$ cat src/rtl/msiagg_pkg.sv
package msiagg_pkg;
    localparam int NUM_GROUPS    = 8;
    localparam int VEC_PER_GROUP = 32;
    localparam int GRP_W         = $clog2(NUM_GROUPS);
    localparam int VEC_W         = $clog2(VEC_PER_GROUP);
    localparam int SEL_W         = 2;
    localparam int ADDR_W        = GRP_W + SEL_W;
    localparam int DATA_W        = VEC_PER_GROUP;

    typedef enum logic [SEL_W-1:0] {
        SEL_ENABLE = 2'd0,
        SEL_MASK   = 2'd1,
        SEL_STATUS = 2'd2,
        SEL_RSVD   = 2'd3
    } reg_sel_e;

    typedef struct packed {
        logic             valid;
        logic [GRP_W-1:0] grp;
        logic [VEC_W-1:0] vec;
    } msi_req_t;

    typedef struct packed {
        logic [GRP_W-1:0] grp;
        reg_sel_e         sel;
    } reg_addr_t;

    function automatic logic [DATA_W-1:0] vec_onehot(input logic [VEC_W-1:0] idx);
        logic [DATA_W-1:0] v;
        v = '0;
        v[idx] = 1'b1;
        return v;
    endfunction
endpackage

$ cat src/rtl/msiagg_decode.sv
module msiagg_decode
    import msiagg_pkg::*;
(
    input  logic                  clk,
    input  logic                  rst,
    input  msi_req_t              msi,
    input  logic                  reg_we,
    input  reg_addr_t             addr,
    output logic [NUM_GROUPS-1:0] msi_hit,
    output logic [NUM_GROUPS-1:0] en_we,
    output logic [NUM_GROUPS-1:0] mask_we,
    output logic [NUM_GROUPS-1:0] clr_we
);
    for (genvar g = 0; g < NUM_GROUPS; g++) begin : g_dec
        logic sel_grp;
        assign sel_grp    = reg_we && (addr.grp == GRP_W'(g));
        assign msi_hit[g] = msi.valid && (msi.grp == GRP_W'(g));
        assign en_we[g]   = sel_grp && (addr.sel == SEL_ENABLE);
        assign mask_we[g] = sel_grp && (addr.sel == SEL_MASK);
        assign clr_we[g]  = sel_grp && (addr.sel == SEL_STATUS);
    end

    AST_ONE_GROUP_HIT: assert property (@(posedge clk) disable iff (rst)
        $onehot0(msi_hit));
    AST_ONE_WRITE_STROBE: assert property (@(posedge clk) disable iff (rst)
        $countones({en_we, mask_we, clr_we}) <= 1);
endmodule

$ cat src/rtl/msiagg_group.sv
module msiagg_group
    import msiagg_pkg::*;
(
    input  logic              clk,
    input  logic              rst,
    input  logic              msi_hit,
    input  logic [VEC_W-1:0]  msi_idx,
    input  logic              en_we,
    input  logic              mask_we,
    input  logic              clr_we,
    input  logic [DATA_W-1:0] wdata,
    output logic [DATA_W-1:0] enable_q,
    output logic [DATA_W-1:0] mask_q,
    output logic [DATA_W-1:0] status_q,
    output logic              irq
);
    logic [DATA_W-1:0] set_vec;
    logic [DATA_W-1:0] clr_vec;
    logic [DATA_W-1:0] status_nxt;

    always_comb begin
        set_vec    = (msi_hit && enable_q[msi_idx]) ? vec_onehot(msi_idx) : '0;
        clr_vec    = clr_we ? wdata : '0;
        // set applied after clear so a same-cycle event survives
        status_nxt = (status_q & ~clr_vec) | set_vec;
    end

    always_ff @(posedge clk) begin
        if (rst) begin
            enable_q <= '0;
            mask_q   <= '0;
            status_q <= '0;
        end else begin
            if (en_we)   enable_q <= wdata;
            if (mask_we) mask_q   <= wdata;
            status_q <= status_nxt;
        end
    end

    assign irq = |(status_q & ~mask_q & enable_q);

    AST_ENABLED_SETS: assert property (@(posedge clk) disable iff (rst)
        (msi_hit && enable_q[msi_idx]) |=> status_q[$past(msi_idx)]);
    AST_DISABLED_DROPS: assert property (@(posedge clk) disable iff (rst)
        (msi_hit && !enable_q[msi_idx] && !status_q[msi_idx]) |=> !status_q[$past(msi_idx)]);
    AST_NO_SPONTANEOUS_SET: assert property (@(posedge clk) disable iff (rst)
        !msi_hit |=> ((status_q & ~$past(status_q)) == '0));
    AST_NO_SILENT_CLEAR: assert property (@(posedge clk) disable iff (rst)
        !clr_we |=> (($past(status_q) & ~status_q) == '0));
    AST_SINGLE_NEW_BIT: assert property (@(posedge clk) disable iff (rst)
        msi_hit |=> ($countones(status_q & ~$past(status_q)) <= 1));
endmodule

$ cat src/rtl/msiagg_top.sv
module msiagg_top
    import msiagg_pkg::*;
(
    input  logic                  clk,
    input  logic                  rst,
    input  logic                  msi_valid,
    input  logic [GRP_W-1:0]      msi_group,
    input  logic [VEC_W-1:0]      msi_vector,
    input  logic                  reg_we,
    input  logic [ADDR_W-1:0]     reg_addr,
    input  logic [DATA_W-1:0]     reg_wdata,
    output logic [DATA_W-1:0]     reg_rdata,
    output logic [NUM_GROUPS-1:0] group_irq,
    output logic                  host_irq
);
    msi_req_t  msi;
    reg_addr_t addr;

    assign msi  = '{valid: msi_valid, grp: msi_group, vec: msi_vector};
    assign addr = reg_addr_t'(reg_addr);

    logic [NUM_GROUPS-1:0] msi_hit, en_we, mask_we, clr_we;
    logic [DATA_W-1:0]     enable_w [NUM_GROUPS];
    logic [DATA_W-1:0]     mask_w   [NUM_GROUPS];
    logic [DATA_W-1:0]     status_w [NUM_GROUPS];

    msiagg_decode u_decode (
        .clk     (clk),
        .rst     (rst),
        .msi     (msi),
        .reg_we  (reg_we),
        .addr    (addr),
        .msi_hit (msi_hit),
        .en_we   (en_we),
        .mask_we (mask_we),
        .clr_we  (clr_we)
    );

    for (genvar g = 0; g < NUM_GROUPS; g++) begin : g_grp
        msiagg_group u_group (
            .clk      (clk),
            .rst      (rst),
            .msi_hit  (msi_hit[g]),
            .msi_idx  (msi.vec),
            .en_we    (en_we[g]),
            .mask_we  (mask_we[g]),
            .clr_we   (clr_we[g]),
            .wdata    (reg_wdata),
            .enable_q (enable_w[g]),
            .mask_q   (mask_w[g]),
            .status_q (status_w[g]),
            .irq      (group_irq[g])
        );
    end

    always_comb begin
        unique case (addr.sel)
            SEL_ENABLE: reg_rdata = enable_w[addr.grp];
            SEL_MASK:   reg_rdata = mask_w[addr.grp];
            SEL_STATUS: reg_rdata = status_w[addr.grp];
            default:    reg_rdata = '0;
        endcase
    end

    assign host_irq = |group_irq;

    AST_RESET_QUIET: assert property (@(posedge clk)
        rst |=> (group_irq == '0));
    AST_IDLE_LINES_HOLD: assert property (@(posedge clk) disable iff (rst)
        (!msi_valid && !reg_we) |=> $stable(group_irq));
    AST_RSVD_READS_ZERO: assert property (@(posedge clk) disable iff (rst)
        (addr.sel == SEL_RSVD) |-> (reg_rdata == '0));
endmodule

$ cat config.mk
export PLATFORM = sky130hd
export DESIGN_NAME = msiagg_top
export DESIGN_NICKNAME = d
export VERILOG_FILES = /design/src/rtl/msiagg_pkg.sv /design/src/rtl/msiagg_decode.sv /design/src/rtl/msiagg_group.sv /design/src/rtl/msiagg_top.sv
export SDC_FILE = /design/constraint.sdc
export NUM_CORES = 2
export LEC_CHECK = 0
export ABC_AREA = 1
export BUFFER_PORTS_ARGS = -buffer_cell sky130_fd_sc_hd__buf_2
export CORE_UTILIZATION = 40
export CTS_CLUSTER_DIAMETER = 120
export DETAILED_ROUTE_END_ITERATION = 16
export PLACE_DENSITY = 0.6
export SETUP_SLACK_MARGIN = 0.2
export SLEW_MARGIN = 20
export SYNTH_ARGS = -nofsm -noshare
export SYNTH_HDL_FRONTEND = slang
export SYNTH_SLANG_ARGS = --single-unit
export TNS_END_PERCENT = 100
$ cat constraint.sdc
create_clock -name clk -period 3.7 [get_ports clk]
set_input_delay 0.185 -clock clk [delete_from_list [all_inputs] [get_ports clk]]
set_output_delay 0.185 -clock clk [all_outputs]
set_load 0.005 [all_outputs]
**Yosys cells after proc, flatten, opt, wreduce, memory -nomap -nowiden**

Index checks and enable logic that the tools add are counted.

- Register bits after elaboration: 768
- Bits of input ports: 49
- Output and inout port bits: 41

- Order comparisons: 3
- Equality and inequality tests: 16
- Muxes and demuxes: 44
- Bitwise operators: 49
- Reductions and logical operators: 61

Operator list:

| cell | count |
|---|---|
| 32-bit AND | 24 |
| 32-bit two-way mux | 22 |
| 32-bit inverter | 16 |
| 32-bit binary-select mux with 3-bit select | 3 |
| 32-bit OR | 8 |
| 256-bit OR reduction | 1 |
| 32-bit OR reduction | 8 |
| 32-bit case mux with 3 select lines | 1 |
| 1-bit logical AND | 49 |
| 1-bit binary-select mux with 5-bit select | 8 |
| 3-bit == test (second input constant) | 8 |
| 3-bit by 2-bit == test with 1-bit output (second input constant) | 4 |
| 1-bit two-way mux | 9 |
| 3-bit by 1-bit == test with 1-bit output (second input constant) | 2 |
| 3-bit zero test | 2 |
| 5-bit by 6-bit less-than comparator with 1-bit output (second input constant) | 1 |
| 1-bit demux with 5-bit select | 1 |
| 5-bit by 1-bit greater-or-equal comparator with 1-bit output (second input constant) | 1 |
| 4-bit greater-or-equal comparator (second input constant) | 1 |
| 3-bit inverter with 4-bit output | 1 |
| 2-bit by 1-bit == test with 1-bit output (second input constant) | 1 |
| 2-bit == test (second input constant) | 1 |
| 2-bit zero test | 1 |

**Longest topological paths before layout**

- Depth in word-level cells: 7
- Gate-level depth with buffers: 15

**By module**

A second synthesis with hierarchy kept.

- Cells, all modules: 7040
- Area, all modules: 46863.7 µm²

Modules (own cells, without submodules):

| module | instances | cells an instance | area each (µm²) | seq. area each (µm²) |
|---|---|---|---|---|
| msiagg_group | 8 | 595 | 4673.2 | 1921.8 |
| msiagg_top | 1 | 2215 | 9221.3 | 0.0 |
| msiagg_decode | 1 | 65 | 256.5 | 0.0 |

**Worst setup path after synthesis**

No wires, ideal clock.

- Kind: input to register
- Start: input msi_vector[0]
- End: register g_grp[7].u_group.status_q[12]
- Library setup time: 0.132 ns
- Data arrival time: 1.408 ns
- Required time: 3.568 ns
- Setup slack: 2.160 ns
- Cell stages on the path: 14
- Cell sequence: buf_4 buf_6 buf_4 nand2_1 nand2_1 nand2_1 nand2_1 nand2_1 nand2_1 nor2_1 nand2_4 buf_8 nand3_2 a21oi_1

- Cells in the longest elaborated chain, start to end: 6
- Elaborated cells on any way between the ends: 10
- Those cells by class: order compare (2); mux (5); bitwise (1); reduce/logical (2)

RTL lines:

| what | line | text |
|---|---|---|
| from (decl) | msiagg_top.sv:8 | `input logic [VEC_W-1:0] msi_vector,` |
| 5-bit by 6-bit less-than comparator with 1-bit output (implied by the code) or 5-bit by 1-bit greater-or-equal comparator with 1-bit output (tied branches) | msiagg_pkg.sv:31 | `v[idx] = 1'b1;` |
| 1-bit logical AND (implied by the code) | msiagg_pkg.sv:31 |  |
| 1-bit two-way mux (implied by the code) | msiagg_pkg.sv:31 |  |
| 1-bit demux with 5-bit select | - |  |
| 32-bit two-way mux * | msiagg_group.sv:22 | `set_vec = (msi_hit && enable_q[msi_idx]) ? vec_onehot(msi_idx) : '0;` |
| 32-bit OR * | msiagg_group.sv:25 | `status_nxt = (status_q & ~clr_vec) \| set_vec;` |
| to (signal assigned) | msiagg_group.sv:36 | `status_q <= status_nxt;` |
| to (decl) | msiagg_group.sv:14 | `output logic [DATA_W-1:0] status_q,` |

Every way passes the cells marked *; elsewhere a longest branch is shown, timed or not. The select of a mux whose other input is x is not followed.
A chain may end at the register's enable or synchronous reset.

**Worst setup path in the final report**

- Start: register g_grp[1].u_group.mask_q[30]
- End: output host_irq

- Cells in the longest elaborated chain, start to end: 4

RTL lines:

| what | line | text |
|---|---|---|
| from (decl) | msiagg_group.sv:13 | `output logic [DATA_W-1:0] mask_q,` |
| from (signal assigned) | msiagg_group.sv:35 | `if (mask_we) mask_q <= wdata;` |
| 32-bit inverter | msiagg_group.sv:40 | `assign irq = \|(status_q & ~mask_q & enable_q);` |
| 32-bit AND (2 in a row) | msiagg_group.sv:40 |  |
| 256-bit OR reduction | msiagg_top.sv:65 | `assign host_irq = \|group_irq;` |
| to (decl) | msiagg_top.sv:14 | `output logic host_irq` |

Every way passes these cells.

==> reports/results.txt <==
Area leader, netlist = dfxtp_1
Critical Path Sink Type = output pin
Effective utilization at floorplan = 40.4%
WP data required = 3510 ps
Clk_skew = 30.7 ps
Slew HR = 22.0%
Slowest stage delay, CP = 600 ps
Tot GR Track Use = 39.7%
Top FF cell, synth = dfxtp_1
# rows = 114
Status = complete, no violations
Final Hold Viols = 0
Setup ws final = 323 ps
Cell with the most instances after synthesis = nand2_1
Final min period = 3380 ps
Fin nets = 5506
CTS Buf Count = 85
CTS tree = yes
Top-area cell type share of the netlist area = 39.5%
CTS root buf = clkbuf_16
Die W = 314 um
Cells after synthesis = 5620
R2R depth = 10
Main area contributors after synthesis = dfxtp_1 (39%), nand2_1 (10%), a211oi_1 (8.3%)
Post-synth EDFFs = 0
Wire length per cell = 29.8 um
Critical-path cell list = inv_1 > nand3_1 > nand2_1 > nor3_1 > nand3_1 > nor2_1 > nand2_1 > nor2_1 > nand2_1 > buf_2
DRC Markers = 0
Clock sink count = 768
Tcrit/Tclk final = 91.3%
Worst reg2reg endpoint = g_grp[7].u_group.status_q[25]$_SDFF_PP0_
Routed WL = 203000 um
Fmax = 296 MHz
Worst hold path class = in -> reg
Static Leak = 15.4 nW
Pwr/cell area = 435 mW/mm^2
Io pins = 90
Critical path type = reg -> out
Worst setup SP type = flop
Clock latency on the worst-skew pair = 680 ps
Core ar. = 0.0966 sq mm
Sequential share of the synthesized area = 39.5%
Pre-CTS setup slack = 1000 ps
CP most frequent cell = nand2_1
Die footprint = 0.0987 sq mm
Hold endpoint = g_grp[7].u_group.mask_q[20]$_SDFFE_PP0P_
Overflow after GRT = 0
First-pass GRT wire length = 285000 um
ANT nets after route = 0
Async set or reset register ratio after synthesis = 0%
Vias per inst = 6.40
Area grow syn2layout = 11.8%
Initial antenna violation count = 18
Number of distinct library cells after synthesis = 36
Worst R2R Setup Slack = 1330 ps
Fillers = 9950
DRT iter0 DRCs = 7741
Hpwl dp = 130000 um
Setup violators final = 0
Vias in the first global route = 39500
Worst EP arrival = 3190 ps
Min-Delay Path Depth = 3
Min-delay src = reg_wdata[20]
Maximum number of pins on one net before global-route repair = 154
Setup bufs post-CTS = 0
Crit path max fanout = 3
GPL Wtd Cong = 1.07
Layout cells sized above 1 = 8.20%
Commonest cells post-synth = nand2_1 (1070), dfxtp_1 (768), nand3_1 (623)
Clock-pin transition on the worst setup and hold timing paths = 60 ps
Maximum vdd drop = 338 uV
Synth warnings = 0
Final slew viol count = 0
Drt pass-1 iters = 8
H-Tree Depth = 3
Chip Height = 314 um
RSZ-0062 raised after global routing = no
Reg2Reg Launch Point = g_grp[7].u_group.enable_q[28]$_SDFFE_PP0P_
Yosys reg bits = 768
Final TNS setup = 0 ps
Syn nets = 5669
Max_cap viols = 0
Least-Margin Pin Slew = 1170 ps
Vias = 43600
Cell area after synthesis = 0.0390 sq mm
Port-buffer cells = 89
Clock Tree Buf Depth = 3
CP max stage cell = nor3_1
Mapped Avg Cell Area = 6.93 sq um
## cell usage in the layout (no fill, tap or decap), types with 8 or more instances in the layout
cell type / netlist / layout
nand2_1: 1070 / 1052
dfxtp_1: 768 / 768
nand3_1: 623 / 620
nor2_1: 584 / 572
a211oi_1: 431 / 431
inv_1: 428 / 426
a21oi_1: 393 / 393
o21ai_0: 304 / 304
o22ai_1: 126 / 126
a22oi_1: 110 / 110
clkbuf_16: 0 / 88
buf_4: 21 / 87
buf_2: 79 / 86
nand4_1: 82 / 82
buf_12: 0 / 37
o211ai_1: 32 / 32
dlygate4sd3_1: 0 / 31
o2111ai_1: 30 / 30
o31ai_1: 27 / 27
clkbuf_8: 0 / 27
clkinv_2: 0 / 18
o21ai_1: 17 / 17
nor2_4: 4 / 16
nand2_4: 8 / 15
inv_2: 17 / 14
nor2_2: 14 / 14
nand2_2: 3 / 14
clkbuf_1: 281 / 13
a41oi_1: 12 / 12
nor3_1: 12 / 12
nand3_2: 10 / 12
a31oi_1: 8 / 8
## how the worst max path moves through the flow
stage	start	to	slack, ps	cells past startpoint
after floorplan	msi_vector[0]	g_grp[7].u_group.status_q[12]$_SDFF_PP0_	2160	14
after global placement	reg_addr[2]	reg_rdata[16]	1020	10
after detailed placement	reg_addr[4]	g_grp[5].u_group.mask_q[9]$_SDFFE_PP0P_	1000	9
after CTS	g_grp[0].u_group.mask_q[24]$_SDFFE_PP0P_	host_irq	380	10
after global routing	g_grp[1].u_group.mask_q[30]$_SDFFE_PP0P_	host_irq	260	10
final	g_grp[1].u_group.mask_q[30]$_SDFFE_PP0P_	host_irq	320	10
## critical path, delay by kind of cell, from the launching register on
kind                   cells  cell delay, ps
DFF                        1             310
and+or+nand+nor            8            1980
buffers and inverters      2             220
## area by class of cell
type | instances | area [sq um] | area share (%)
clock inverters | 27 | 263 | 0.603
clock buffers | 128 | 2620 | 6.02
multi-input cells | 3913 | 19900 | 45.6
flip-flops and latches | 768 | 15400 | 35.3
well taps | 1276 | 1600 | 3.66
inverters | 446 | 1690 | 3.87
repair buffers | 243 | 2160 | 4.96
diodes | 4 | 10.0 | 0.0230
## routing by layer
| layer | global-route usage [%] | vias up | part of all wire [%] |
|---|---|---|---|
| met5 | 0 | - | 0.058 |
| met4 | 26.2 | 20 | 8.0 |
| met3 | 12.5 | 800 | 14 |
| met2 | 55.8 | 3389 | 40 |
| met1 | 51.9 | 20400 | 38 |
| li1 | - | 19000 | - |
## what timing repair did
item	in CTS	in global routing
hold buffers	31	0
gates resized for setup	0	1
setup endpoints to repair	0	1
endpoints found under the hold margin	407	0
## report_power, final
| part | leakage (nW) | switching, mW | internal [mW] |
|---|---|---|---|
| Combinational | 7.76 | 1.28 | 0.295 |
| Sequential | 6.19 | 0.0453 | 8.34 |
| Clock | 1.44 | 3.82 | 5.17 |
## sequential cells by signal, indices dropped and copies added, names as in the netlist
signal	count
g_grp.u_group.enable_q	256
g_grp.u_group.mask_q	256
g_grp.u_group.status_q	256
## cell families (layout without fill, tap and decap cells)
logic type	count (synthesis)	in the layout	synth area share, %
AO/OA/AOI/OAI	1492	1492	23.9
buffers and inverters	939	844	10.1
flip-flops	768	768	39.5
other	0	4	0
AND/OR/NAND/NOR	2421	2421	26.6
## metrics by stage
| stage | hold WS [ps] | std cells | power (mW) | util [%] | instance area (sq um) |
|---|---|---|---|---|---|
| 2_1_floorplan | 361 | 5620 | 9.33 | - | 39000 |
| 3_3_place_gp | 466 | 6615 | 10.0 | 41.8 | 40400 |
| 3_5_place_dp | 469 | 6615 | 10.0 | 41.8 | 40400 |
| 4_1_cts | 12.4 | 6801 | 18.8 | 45.1 | 43600 |
| 5_1_grt | 34.2 | 6802 | 19.2 | 45.1 | 43600 |
| 6_report | 43.6 | 6805 | 18.9 | 45.1 | 43600 |
Note: power is estimated with default switching activity, not from simulation.
